## src/rtl/dram_sched_pkg.sv

```systemverilog
package dram_sched_pkg;
  typedef enum logic [1:0] {
    CMD_NONE = 2'b00,
    CMD_RD   = 2'b01,
    CMD_WR   = 2'b10,
    CMD_PRE  = 2'b11
  } dcmd_e;
endpackage

```

## src/rtl/dram_sched_cnt.sv

```systemverilog
// Saturating timing down-counter: a load of k reads zero k cycles later.
module dram_sched_cnt #(
  parameter int CW = 8
) (
  input  logic          clk,
  input  logic          rst_n,
  input  logic          load,
  input  logic [CW-1:0] val,
  output logic          zero
);
  logic [CW-1:0] cnt_q, cnt_d, base;

  always_comb begin
    base  = load ? val : cnt_q;
    cnt_d = (base == '0) ? '0 : base - CW'(1);
  end

  always_ff @(posedge clk or negedge rst_n) begin
    if (!rst_n) cnt_q <= '0;
    else        cnt_q <= cnt_d;
  end

  assign zero = (cnt_q == '0);
endmodule

```

## src/rtl/dram_sched_pick.sv

```systemverilog
// Rotating-priority scan: first bank at or after prio with an eligible command.
module dram_sched_pick
  import dram_sched_pkg::*;
#(
  parameter int NBANK = 4,
  parameter int BW    = 2
) (
  input  logic [NBANK-1:0] rd_ok,
  input  logic [NBANK-1:0] wr_ok,
  input  logic [NBANK-1:0] pre_ok,
  input  logic [BW-1:0]    prio,
  output logic             pick_valid,
  output logic [BW-1:0]    pick_bank,
  output dcmd_e            pick_cmd
);
  always_comb begin
    pick_valid = 1'b0;
    pick_bank  = '0;
    pick_cmd   = CMD_NONE;
    for (int k = 0; k < NBANK; k++) begin
      int j;
      j = int'(prio) + k;
      if (j >= NBANK) j = j - NBANK;
      if (!pick_valid && (rd_ok[j] || wr_ok[j] || pre_ok[j])) begin
        pick_valid = 1'b1;
        pick_bank  = BW'(j);
        pick_cmd   = rd_ok[j] ? CMD_RD : (wr_ok[j] ? CMD_WR : CMD_PRE);
      end
    end
  end
endmodule

```

## src/rtl/dram_col_sched.sv

```systemverilog
module dram_col_sched
  import dram_sched_pkg::*;
#(
  parameter int NBANK  = 4,
  parameter int NGROUP = 1,
  parameter int ROW_W  = 14,
  parameter int TW     = 6,
  localparam int BW    = (NBANK > 1) ? $clog2(NBANK) : 1
) (
  input  logic                   clk,
  input  logic                   rst_n,
  input  logic [NBANK-1:0]       req_valid,
  input  logic [NBANK-1:0]       req_write,
  input  logic [NBANK*ROW_W-1:0] req_row,
  input  logic [NBANK-1:0]       bank_active,
  input  logic [NBANK*ROW_W-1:0] bank_row,
  input  logic [NBANK-1:0]       bank_act,
  input  logic [TW-1:0]          cfg_tccd,
  input  logic [TW-1:0]          cfg_tccdl,
  input  logic [TW-1:0]          cfg_trcd,
  input  logic [TW-1:0]          cfg_tras,
  input  logic [TW-1:0]          cfg_trp,
  input  logic [TW-1:0]          cfg_trtpl,
  input  logic [TW-1:0]          cfg_twtp,
  input  logic [TW-1:0]          cfg_cl,
  input  logic [TW-1:0]          cfg_wl,
  input  logic [TW-1:0]          cfg_tcdlr,
  input  logic [TW-1:0]          cfg_bl,
  output logic                   iss_valid,
  output logic [BW-1:0]          iss_bank,
  output logic [1:0]             iss_cmd,
  output logic [NBANK-1:0]       bank_rp_busy
);
  localparam int CW  = TW + 2;
  localparam int BPG = NBANK / NGROUP;
  localparam int TAG = (BPG > 1) ? $clog2(BPG) : 0;

  // derived timing values, clamped at zero
  logic [CW-1:0] t_rtw, t_wtr, t_rcdwr, t_bl2;
  always_comb begin
    int v_rtw, v_wtr, v_rcdwr;
    v_rtw   = int'(cfg_cl) + int'(cfg_bl) / 2 + 2 - int'(cfg_wl);
    v_wtr   = int'(cfg_wl) + int'(cfg_bl) / 2 + int'(cfg_tcdlr);
    v_rcdwr = int'(cfg_trcd) - (int'(cfg_wl) + 1);
    t_rtw   = (v_rtw   < 0) ? '0 : CW'(v_rtw);
    t_wtr   = (v_wtr   < 0) ? '0 : CW'(v_wtr);
    t_rcdwr = (v_rcdwr < 0) ? '0 : CW'(v_rcdwr);
    t_bl2   = CW'(cfg_bl >> 1);
  end

  // issue decode
  logic          pick_valid;
  logic [BW-1:0] pick_bank;
  dcmd_e         pick_cmd;
  logic          is_rd, is_wr, is_col;
  logic [BW-1:0] prio_q, prio_d;

  assign is_rd  = pick_valid && (pick_cmd == CMD_RD);
  assign is_wr  = pick_valid && (pick_cmd == CMD_WR);
  assign is_col = is_rd || is_wr;

  // channel-level counters
  logic ccd_z, rtw_z, wtr_z;
  dram_sched_cnt #(.CW(CW)) u_ccd (.clk(clk), .rst_n(rst_n), .load(is_col),
    .val(CW'(cfg_tccd)), .zero(ccd_z));
  dram_sched_cnt #(.CW(CW)) u_rtw (.clk(clk), .rst_n(rst_n), .load(is_rd),
    .val(t_rtw), .zero(rtw_z));
  dram_sched_cnt #(.CW(CW)) u_wtr (.clk(clk), .rst_n(rst_n), .load(is_wr),
    .val(t_wtr), .zero(wtr_z));

  // group-level counters
  logic [NGROUP-1:0] ccdl_z, rtpl_z;
  for (genvar g = 0; g < NGROUP; g++) begin : g_grp
    logic in_grp;
    assign in_grp = (int'(pick_bank) >> TAG) == g;
    dram_sched_cnt #(.CW(CW)) u_ccdl (.clk(clk), .rst_n(rst_n),
      .load(is_col && in_grp), .val(CW'(cfg_tccdl)), .zero(ccdl_z[g]));
    dram_sched_cnt #(.CW(CW)) u_rtpl (.clk(clk), .rst_n(rst_n),
      .load(is_rd && in_grp), .val(CW'(cfg_trtpl)), .zero(rtpl_z[g]));
  end

  // bank-level counters and eligibility
  logic [NBANK-1:0] rd_ok, wr_ok, pre_ok;
  for (genvar b = 0; b < NBANK; b++) begin : g_bank
    localparam int GI = b >> TAG;
    logic sel, row_hit, rcd_z, rcdwr_z, ras_z, rtp_z, wtp_z, rp_z;
    assign sel     = pick_valid && (int'(pick_bank) == b);
    assign row_hit = req_row[b*ROW_W +: ROW_W] == bank_row[b*ROW_W +: ROW_W];

    dram_sched_cnt #(.CW(CW)) u_rcd (.clk(clk), .rst_n(rst_n),
      .load(bank_act[b]), .val(CW'(cfg_trcd)), .zero(rcd_z));
    dram_sched_cnt #(.CW(CW)) u_rcdwr (.clk(clk), .rst_n(rst_n),
      .load(bank_act[b]), .val(t_rcdwr), .zero(rcdwr_z));
    dram_sched_cnt #(.CW(CW)) u_ras (.clk(clk), .rst_n(rst_n),
      .load(bank_act[b]), .val(CW'(cfg_tras)), .zero(ras_z));
    dram_sched_cnt #(.CW(CW)) u_rtp (.clk(clk), .rst_n(rst_n),
      .load(sel && is_rd), .val(t_bl2), .zero(rtp_z));
    dram_sched_cnt #(.CW(CW)) u_wtp (.clk(clk), .rst_n(rst_n),
      .load(sel && is_wr), .val(CW'(cfg_twtp)), .zero(wtp_z));
    dram_sched_cnt #(.CW(CW)) u_rp (.clk(clk), .rst_n(rst_n),
      .load(sel && (pick_cmd == CMD_PRE)), .val(CW'(cfg_trp)), .zero(rp_z));

    assign rd_ok[b]  = req_valid[b] && !req_write[b] && bank_active[b] && row_hit &&
                       ccd_z && rcd_z && ccdl_z[GI] && wtr_z;
    assign wr_ok[b]  = req_valid[b] && req_write[b] && bank_active[b] && row_hit &&
                       ccd_z && rcdwr_z && ccdl_z[GI] && rtw_z;
    assign pre_ok[b] = req_valid[b] && bank_active[b] && !row_hit &&
                       ras_z && wtp_z && rtp_z && rtpl_z[GI];
    assign bank_rp_busy[b] = !rp_z;
  end

  dram_sched_pick #(.NBANK(NBANK), .BW(BW)) u_pick (
    .rd_ok(rd_ok), .wr_ok(wr_ok), .pre_ok(pre_ok), .prio(prio_q),
    .pick_valid(pick_valid), .pick_bank(pick_bank), .pick_cmd(pick_cmd));

  // rotating priority pointer
  always_comb begin
    prio_d = prio_q;
    if (pick_valid) prio_d = (int'(prio_q) == NBANK - 1) ? '0 : prio_q + BW'(1);
  end

  always_ff @(posedge clk or negedge rst_n) begin
    if (!rst_n) prio_q <= '0;
    else        prio_q <= prio_d;
  end

  assign iss_valid = pick_valid;
  assign iss_bank  = pick_bank;
  assign iss_cmd   = pick_cmd;
endmodule

```

## config.mk

```make
export PLATFORM = sky130hd
export DESIGN_NAME = dram_col_sched
export DESIGN_NICKNAME = d
export VERILOG_FILES = /design/src/rtl/dram_sched_pkg.sv /design/src/rtl/dram_sched_cnt.sv /design/src/rtl/dram_sched_pick.sv /design/src/rtl/dram_col_sched.sv
export SDC_FILE = /design/constraint.sdc
export NUM_CORES = 1
export LEC_CHECK = 0
export BUFFER_PORTS_ARGS = -buffer_cell sky130_fd_sc_hd__buf_2
export CAP_MARGIN = 20
export CORE_ASPECT_RATIO = 0.7
export CORE_MARGIN = 2
export CORE_UTILIZATION = 40
export DETAILED_ROUTE_END_ITERATION = 10
export PLACE_DENSITY_LB_ADDON = 0.3
export SLEW_MARGIN = 10
export SYNTH_ARGS = -nofsm -noshare
export SYNTH_HDL_FRONTEND = slang
export SYNTH_HIERARCHICAL = 1
export SYNTH_SLANG_ARGS = --single-unit
export TNS_END_PERCENT = 100
```

## constraint.sdc

```tcl
create_clock -name clk -period 5.95 [get_ports clk]
set_input_delay 1.4875 -clock clk [delete_from_list [all_inputs] [get_ports clk]]
set_output_delay 1.4875 -clock clk [all_outputs]
set_load 0.02 [all_outputs]
```

==> results.md, run 1 <==
- The flow ran to the end, and the final reports show no timing, DRC or antenna violations.
- The share of the yosys chip area belonging to registers is around 30%.
- In the final routed layout, each cell accounts on average for 16.4 um.
- The share of post-route cells with drive strength above 1 is 28.9%.
- The leakage power of the design is roughly 10 nW.
- After the flow finishes, the layout carries non-filler instances totaling 3149.
- Relative to the synthesized area, the layout overhead comes to 20.8%.
- The critical setup path kind is in2out.
- The Yosys step of the flow raised 6 warnings.
- STA puts the critical path data required time at between 4 and 5 ns.
- The floorplan die area is a little over 50000 um2.
- The class of the most critical hold timing path is reg2reg.
- The worst clock skew is between 0.02 and 0.025 ns.
- The final period demand of the worst path is approximately 5.9 ns.
- CTS built an H-tree with a depth of 1.
- The count of endpoints failing setup in the final report is 0.
- The startpoint of the tightest hold check path is g_bank[3].u_rcd/cnt_q[3].
- The endpoint of the most critical register-to-register path is g_bank[2].u_rtp/cnt_q[5].
- The clock passes through at most 3 buffers.
- For the worst flop-to-flop path, the logic depth is 19.
- Dividing total power by cell area gives a power density of between 300 and 400 nW/um2.
- At the worst endpoint, the arrival time is roughly 4.5 ns.
- In the global route stage, overall resource usage came out at about a fifth.
- CTS placed an instance of sky130_fd_sc_hd__clkbuf_16 at the clock tree root.
- The detailed router finished its first iteration with 1024 violations.
- The remaining design rule violation count is 0.
- The source of the worst register-to-register timing path is g_grp[0].u_ccdl/cnt_q[4].
- Measured against its own limit, the worst slew margin works out to 30.2%.
- The async set or reset register ratio after synthesis is 100%.
- The total overflow left after global routing is 0.
- The number of flip-flops and latches in the synthesized netlist is approximately 230.
- The largest vdd supply drop is between 200 and 250 uV.
- The number of hold violations in the final report is 0.
- The final layout contains routed wiring with a total length of slightly above 50000 um.
- In this run, CTS created clock tree buffers numbering 27.
- The mean cell area of the mapped netlist is 9.62 um2.
- The I/O pin total is between 200 and 250.
- The final layout net count is about 2.8k.
- Counting tap cells, the placed design contains a total of around 3.1k instances.
- For hold timing, the worst endpoint is g_bank[3].u_rcd/cnt_q[3].
- In this run, synthesis inferred 0 flip-flops with an integrated enable.
- Measured along the y axis, the die boundary spans around 190 um.
- Setup repair after global routing could not meet its margin everywhere.
- The core region is roughly 48000 um2.
- The worst-case register-to-register setup slack is 0.56 ns.
- The initial antenna violation count came to 1.
- Before antenna repair, the detailed router went through 5 iterations.
- Routability-driven placement finished with a final weighted congestion of approximately 0.86.
- The worst setup path is launched from a primary input.
- For this run, the top clock speed supported by timing is approximately 170 MHz.
- The cell area after layout is 23500 um2.
- The cell area after synthesis is around 20000 um2.
- Entering global routing, the biggest net connects 99 pins.
- The maximum fanout encountered on the critical timing path is 4.
- The count of clock tree sinks is 234.
- Measured along the x axis, the die boundary spans between 200 and 300 um.
- TritonCTS built the clock tree.
- For the worst-skew pair, the clock arrives at the later sink with an insertion delay of approximately 0.56 ns.
- The via density per instance is around 5.3.
- The number of hold buffers added after CTS was 0.
- Input and output buffers added on the ports amount to around 200.
- In the synthesized netlist the dominant register cell turns out to be sky130_fd_sc_hd__dfrtp_1.
- Cells fill 49.0% of the core in the end.
- The post-CTS clock slew at the launch and capture registers of the worst setup and hold paths is around 0.05 ns.
- The initial utilization of the core area, before any placement, comes to ~41%.
- The global-route wire length before repair is around 84000 um.
- The number of distinct library cells after synthesis is 67.
- Summing over every cut layer, the via total after detailed routing is 16.7k.
- The slew at the pin closest to its max-slew limit is around 1.0 ns.
- Of the available clock period, the critical path in the final layout requires roughly 100%.
- Detailed placement ended at an HPWL of 38800 um.
- The number of standard cells after synthesis is 2020.
- The post-detailed-placement cell area is ~22000 um2.
- Hold is met by a little over 0.6 ns.
- The via count of the first global-routing pass came to about 17k.
- STA classifies the critical path endpoint as a primary output.
- Across the run, the number of max-cap violations was 0.
- The worst hold path was traced through 2 stages.
- The number of nets still failing antenna checks after routing is 0.
- Row generation in the floorplan step produced 67 rows.
- The number of max-slew violations in the final report is 0.
## registers in the layout (all words and copies together), names as in the netlist
| name | cells |
|---|---|
| g_grp.u_rtpl/cnt_q | 8 |
| g_bank.u_wtp/cnt_q | 32 |
| u_rtw/cnt_q | 8 |
| g_bank.u_ras/cnt_q | 32 |
| g_grp.u_ccdl/cnt_q | 8 |
| g_bank.u_rp/cnt_q | 32 |
| prio_q | 2 |
| g_bank.u_rtp/cnt_q | 32 |
| g_bank.u_rcd/cnt_q | 32 |
| u_ccd/cnt_q | 8 |
| g_bank.u_rcdwr/cnt_q | 32 |
| u_wtr/cnt_q | 8 |
## final cells by class
type,instances,area [um2]
clock buffer,40,764
tap,655,820
inverter,71,267
sequential,234,5860
clock inverter,4,45.0
fill,4508,24500
antenna,2,5.00
timing repair buffer,403,2620
multi-input combinational,1740,13100
## routing by layer
| layer | vias up | track usage, % | routed length, um |
|---|---|---|---|
| met5 | - | 0 | 0 |
| met2 | 362 | 32.7 | 23300 |
| met3 | 67 | 2.76 | 2550 |
| li1 | 8152 | - | - |
| met4 | 0 | 4.66 | 1100 |
| met1 | 8081 | 28.8 | 24600 |
## synthesized netlist by cell type (all sizes together) (12+ instances only)
cell type	number	area [um2]
a21oi	74	370
a31o	17	149
and3	20	125
buf	69	578
dfrtp	234	5860
fa	13	260
ha	85	1060
inv	71	267
mux2	128	1440
mux2i	166	1660
mux4	12	270
nand2	76	285
nand2b	18	120
nor2	259	982
nor2b	50	313
nor3	143	732
nor3b	53	398
nor4	62	499
nor4b	18	164
o21ai	65	325
o22ai	51	532
or2	39	244
or4	40	364
or4b	17	170
xnor2	49	429
xor2	94	823
## critical path, stage by stage
cell                       delay [ns]
sky130_fd_sc_hd__buf_6           0.10
sky130_fd_sc_hd__xor2_2          0.16
sky130_fd_sc_hd__nor4_2          0.34
sky130_fd_sc_hd__buf_4           0.17
sky130_fd_sc_hd__nand4_1         0.11
sky130_fd_sc_hd__buf_4           0.19
sky130_fd_sc_hd__nor3b_4         0.15
sky130_fd_sc_hd__mux4_2          0.49
sky130_fd_sc_hd__or3_4           0.36
sky130_fd_sc_hd__nand2b_4        0.17
sky130_fd_sc_hd__nor2_4          0.10
sky130_fd_sc_hd__buf_6           0.11
sky130_fd_sc_hd__nand2_2         0.04
sky130_fd_sc_hd__o211ai_1        0.16
sky130_fd_sc_hd__buf_4           0.19
sky130_fd_sc_hd__buf_6           0.11
## through the flow
step | total power [mW] | setup TNS [ns] | setup slack (ns)
after CTS | 8.28 | -0.0600 | -0.0349
final | 8.23 | 0 | 0.0156
after global routing | 8.93 | -0.380 | -0.154
after global placement | 6.42 | -26.49 | -0.316
after floorplan | 5.39 | 0 | 0.0480
after detailed placement | 6.61 | -29.72 | -0.339
## cells in the final DEF (no fill, tap or decap), drive strengths merged, types with 11 or more instances in the layout
cell       n
a21oi     74
a22o      11
a31o      17
and3      20
buf      403
clkbuf    40
conb     106
dfrtp    234
fa        13
ha        85
inv       71
mux2     128
mux2i    166
mux4      12
nand2     76
nand2b    18
nand4     11
nor2     259
nor2b     50
nor3     143
nor3b     53
nor4      62
nor4b     18
o21ai     65
o22ai     51
o2bb2ai   11
o32a      11
or2       39
or4       40
or4b      17
xnor2     49
xor2      94
## power breakdown
group          switching [mW]  internal (mW)
Combinational            1.86           1.88
Clock                   0.692          0.919
Sequential              0.626           2.26
Total                    3.17           5.06
## worst max path at each step
stage                 start                        to  slack (ns)
5_1_grt         req_row[22]                iss_cmd[1]       -0.15
3_3_place_gp   bank_row[21]            u_wtr/cnt_q[4]       -0.32
4_1_cts         req_row[22]                iss_cmd[1]       -0.03
2_1_floorplan  bank_row[33]  g_grp[0].u_ccdl/cnt_q[6]        0.05
3_5_place_dp   bank_row[21]            u_ccd/cnt_q[6]       -0.34
6_report        req_row[22]                iss_cmd[1]        0.02
## cell families (layout without fill, tap and decap cells)
logic type               after synthesis  in the layout  share of synthesized area [%]
AO/OA/AOI/OAI                        265            265                           10.6
XOR/XNOR                             143            143                           6.45
adder cells (fa/ha/maj)               98             98                           6.81
buffers and inverters                151            518                           5.13
flip-flops                           234            234                           30.1
multiplexers                         306            306                           17.4
other                                  1            108                         0.0193
AND/OR/NAND/NOR                      822            822                           23.5
## timing repair
action	in CTS	in global routing
endpoints found under the setup margin	5	30
setup buffers	5	1
pin swaps	9	4
gates resized for setup	18	18
Note: power is estimated with default switching activity, not from simulation.
==> inputs of run 2 (changes only) <==
--- a/config.mk
+++ b/config.mk
@@ -9,9 +9,11 @@
 export CAP_MARGIN = 20
 export CORE_ASPECT_RATIO = 0.7
 export CORE_MARGIN = 2
-export CORE_UTILIZATION = 40
+export CORE_UTILIZATION = 33
+export CTS_CLUSTER_SIZE = 10
 export DETAILED_ROUTE_END_ITERATION = 10
 export PLACE_DENSITY_LB_ADDON = 0.3
+export REMOVE_ABC_BUFFERS = 1
 export SLEW_MARGIN = 10
 export SYNTH_ARGS = -nofsm -noshare
 export SYNTH_HDL_FRONTEND = slang
==> results.md, run 2 (synthesis gave the netlist of run 1 again) <==
- The signal on the critical path passes through buf_6 -> xor2_1 -> nor4_2 -> buf_4 -> nand4_1 -> buf_6 -> buf_4 -> nor3_1 -> buf_4 -> mux4_2 -> or3_4 -> nand2b_4 -> nor2_4 -> nor3_2 -> a311oi_2 -> buf_4 -> buf_6.
- The flow ran to the end, and the final reports show no timing, DRC or antenna violations.
- Setup repair after global routing could not meet its margin everywhere.
- The final layout net count is 2782 (+0.40%).
- The worst path required time is 4.46 ns (about the same).
- The slew at the pin closest to its max-slew limit came to 1.08 ns (+0.0297 ns).
- The share of post-route cells with drive strength above 1 is 29.2% (+0.32 points).
- The clock latency on the worst-skew pair was 0.57 ns (about the same).
- The count of clock tree sinks was 234 (unchanged).
- The top cell types in the final layout, fill and taps aside, are sky130_fd_sc_hd__nor2_1 (254), sky130_fd_sc_hd__dfrtp_1 (234), sky130_fd_sc_hd__buf_4 (202).
- The max capacitance violation total came to 0 (unchanged).
- The area taken by flip-flops and latches is 5860 um2 (unchanged).
- The average detailed-routed wire length per instance is 16.3 um (-0.37%).
- The cell area after layout is 23800 um2 (+1.3%).
- The count of TritonRoute iterations in the first routing pass came to 5 (unchanged).
- The data arrival time at the worst-slack endpoint is 4.35 ns (-0.10 ns).
- The library cell used most frequently in the layout, excluding fill and tap cells, is sky130_fd_sc_hd__nor2_1.
- The cell row count is 74 (+10%).
- The buffer depth of the longest clock path is 3 (unchanged).
- The floorplan die area is 60900 um2 (+21%).
- The number of max-slew violations in the final report came to 0 (unchanged).
- The residual overflow from global routing came to 0 (unchanged).
- The part of the cycle the worst path needs is 98.2% (-1.6 points).
- The worst setup path is of the in2out kind.
- The met3 usage in global routing is 2.61% (-0.15 points).
- The die boundary width is 294 um (+9.9%).
- The critical path launch point type is a primary input.
- The global-route wire length before repair came to 86200 um (+2.6%).
- The placed wire-length estimate after detailed placement is 40200 um (+3.7%).
- The number of hold violations in the final report is 0 (unchanged).
- The initial antenna violation count is 3 (+2).
- The pin count of the biggest net entering global routing was 128 (+29%).
- The timing-limited maximum frequency is 171 MHz (+1.6%).
- The tightest min-delay check is of the reg2reg type.
- The overall via count from detail_route is 16.6k (-0.16%).
- The via density per instance was 5.10 (-3.6%).
- The TritonCTS clock tree is built.
- The count of input and output buffers was 203 (unchanged).
- The total area of multi-input combinational cells is 13200 um2 (+0.44%).
- The height of the die is 207 um (+9.9%).
- STA classifies the critical path endpoint as a primary output.
- The tree is rooted in a sky130_fd_sc_hd__clkbuf_16.
- The final period demand of the worst path was 5.84 ns (-0.0926 ns).
- The count of endpoints failing setup in the final report was 0 (unchanged).
- The cell at the slowest stage of the critical path is sky130_fd_sc_hd__mux4_2.
- The largest vdd supply drop was 229 uV (+1.7%).
- Compared with the post-synthesis result, the final layout area differs by 22.4%.
- The area of the core is 58200 um2 (+21%).
- The count of antenna diodes in the layout is 0 (-2).
- The first-iteration detailed-routing DRC count is 914 (-11%).
- The leakage power of the design came to 10.2 nW (+0.83%).
- The post-detailed-placement cell area is 22700 um2 (+0.86%).
- The starting density of the core is 33.4% (-7.2 points).
- The remaining design rule violation count was 0 (unchanged).
- The post-CTS clock slew at the launch and capture registers of the worst setup and hold paths is 0.06 ns (about the same).
- The layout filler cell count came to 5729 (+27%).
- The worst clock skew is 0.0116 ns (-0.00907 ns).
- The power density relative to cell area was 349 nW/um2 (-0.45%).
- The cell seen most often among critical-path stages is sky130_fd_sc_hd__buf_4.
- The aggregate routed wire length is 53200 um (+3.2%).
- The routability-driven placement congestion ratio is 0.834 (-3.5%).
- met2 is the most crowded layer.
- The number of buffers added by the clock tree synthesis step is 29 (+7.4%).
- The worst slew margin relative to its limit is 28.2% (-2.0 points).
- The global routing met1 resource utilization is 25.0% (-3.8 points).
- The overall global routing resource usage is 17.1% (-3.2 points).
- The delay of the slowest critical-path stage is 0.50 ns (about the same).
- The via count of the first global-routing pass is 16.9k (+1.2%).
- The maximum fanout encountered on the critical timing path was 4 (unchanged).
- The global routing met2 resource utilization is 26.8% (-5.9 points).
- The number of nets still failing antenna checks after routing came to 0 (unchanged).
- The I/O pin total is 205 (unchanged).
- The utilization after layout is 40.8% (-8.1 points).
- The total number of H-tree levels is 1 (unchanged).
[run 2: cell types whose count changed in the layout (fill, tap and decap cells not counted), sizes merged]
cell / previous run / this run
buf: 403 / 412
clkbuf: 40 / 43
diode: 2 / 0
bufinv: 1 / 0
clkinv: 3 / 2
[run 2: area by class of cell]
cell class	count	share of cell area, %
repair buffers	412	11.4
multi-input cells	1740	55.3
clock inverters	2	0.0421
flip-flops and latches	234	24.6
inverters	71	1.12
clock buffers	43	3.52
well taps	760	4.00
[run 2: what timing repair did]
action	CTS	global route
buffers inserted	5	1
gates resized for setup	15	35
endpoints found under the setup margin	4	77
pin swaps	7	10
hold buffers	0	0
[run 2: routing by layer]
layer	part of all wire (%)	vias to the layer above
li1	-	8150
met1	50	8047
met2	44	382
met3	4.9	53
met4	1.5	4
met5	0.051	-
[run 2: where the power goes]
part / switching [mW] / total (mW) / internal, mW
logic: 1.87 / 3.76 / 1.89
clock network: 0.699 / 1.65 / 0.953
registers: 0.628 / 2.89 / 2.26
[run 2: final timing paths]
check                                              start                  endpoint  slack [ns]  cells past startpoint
worst min register to register            u_wtr/cnt_q[3]            u_wtr/cnt_q[3]        0.61                      2
max in group asynchronous                          rst_n  g_bank[1].u_ras/cnt_q[2]        3.88                      2
worst max register to register  g_grp[0].u_ccdl/cnt_q[3]  g_grp[0].u_rtpl/cnt_q[7]        0.63                     21
worst max-delay path                         req_row[32]                iss_cmd[0]        0.11                     17
min in group asynchronous                          rst_n  g_grp[0].u_rtpl/cnt_q[2]        0.89                      1
worst min-delay path                      u_wtr/cnt_q[3]            u_wtr/cnt_q[3]        0.61                      2
[run 2: worst max-delay path, delay by kind of cell]
kind	cells	cell delay, ns
buf+inv	7	0.95
mux	1	0.50
xor+xnor	1	0.19
compound gates	1	0.22
simple gates	7	1.00
[run 2: stage by stage]
stage                     power [mW]  std cells  hold WS (ns)  setup TNS (ns)  setup WS, ns
after global placement          6.44       3211         0.586          -35.19        -0.420
after floorplan                 5.35       2045         0.556          -61.29         -1.37
after CTS                       8.35       3261         0.610               0        0.0111
final                           8.31       3262         0.609               0         0.108
after global routing            9.00       3262         0.644         -0.0629       -0.0333
after detailed placement        6.62       3211         0.595          -41.14        -0.482
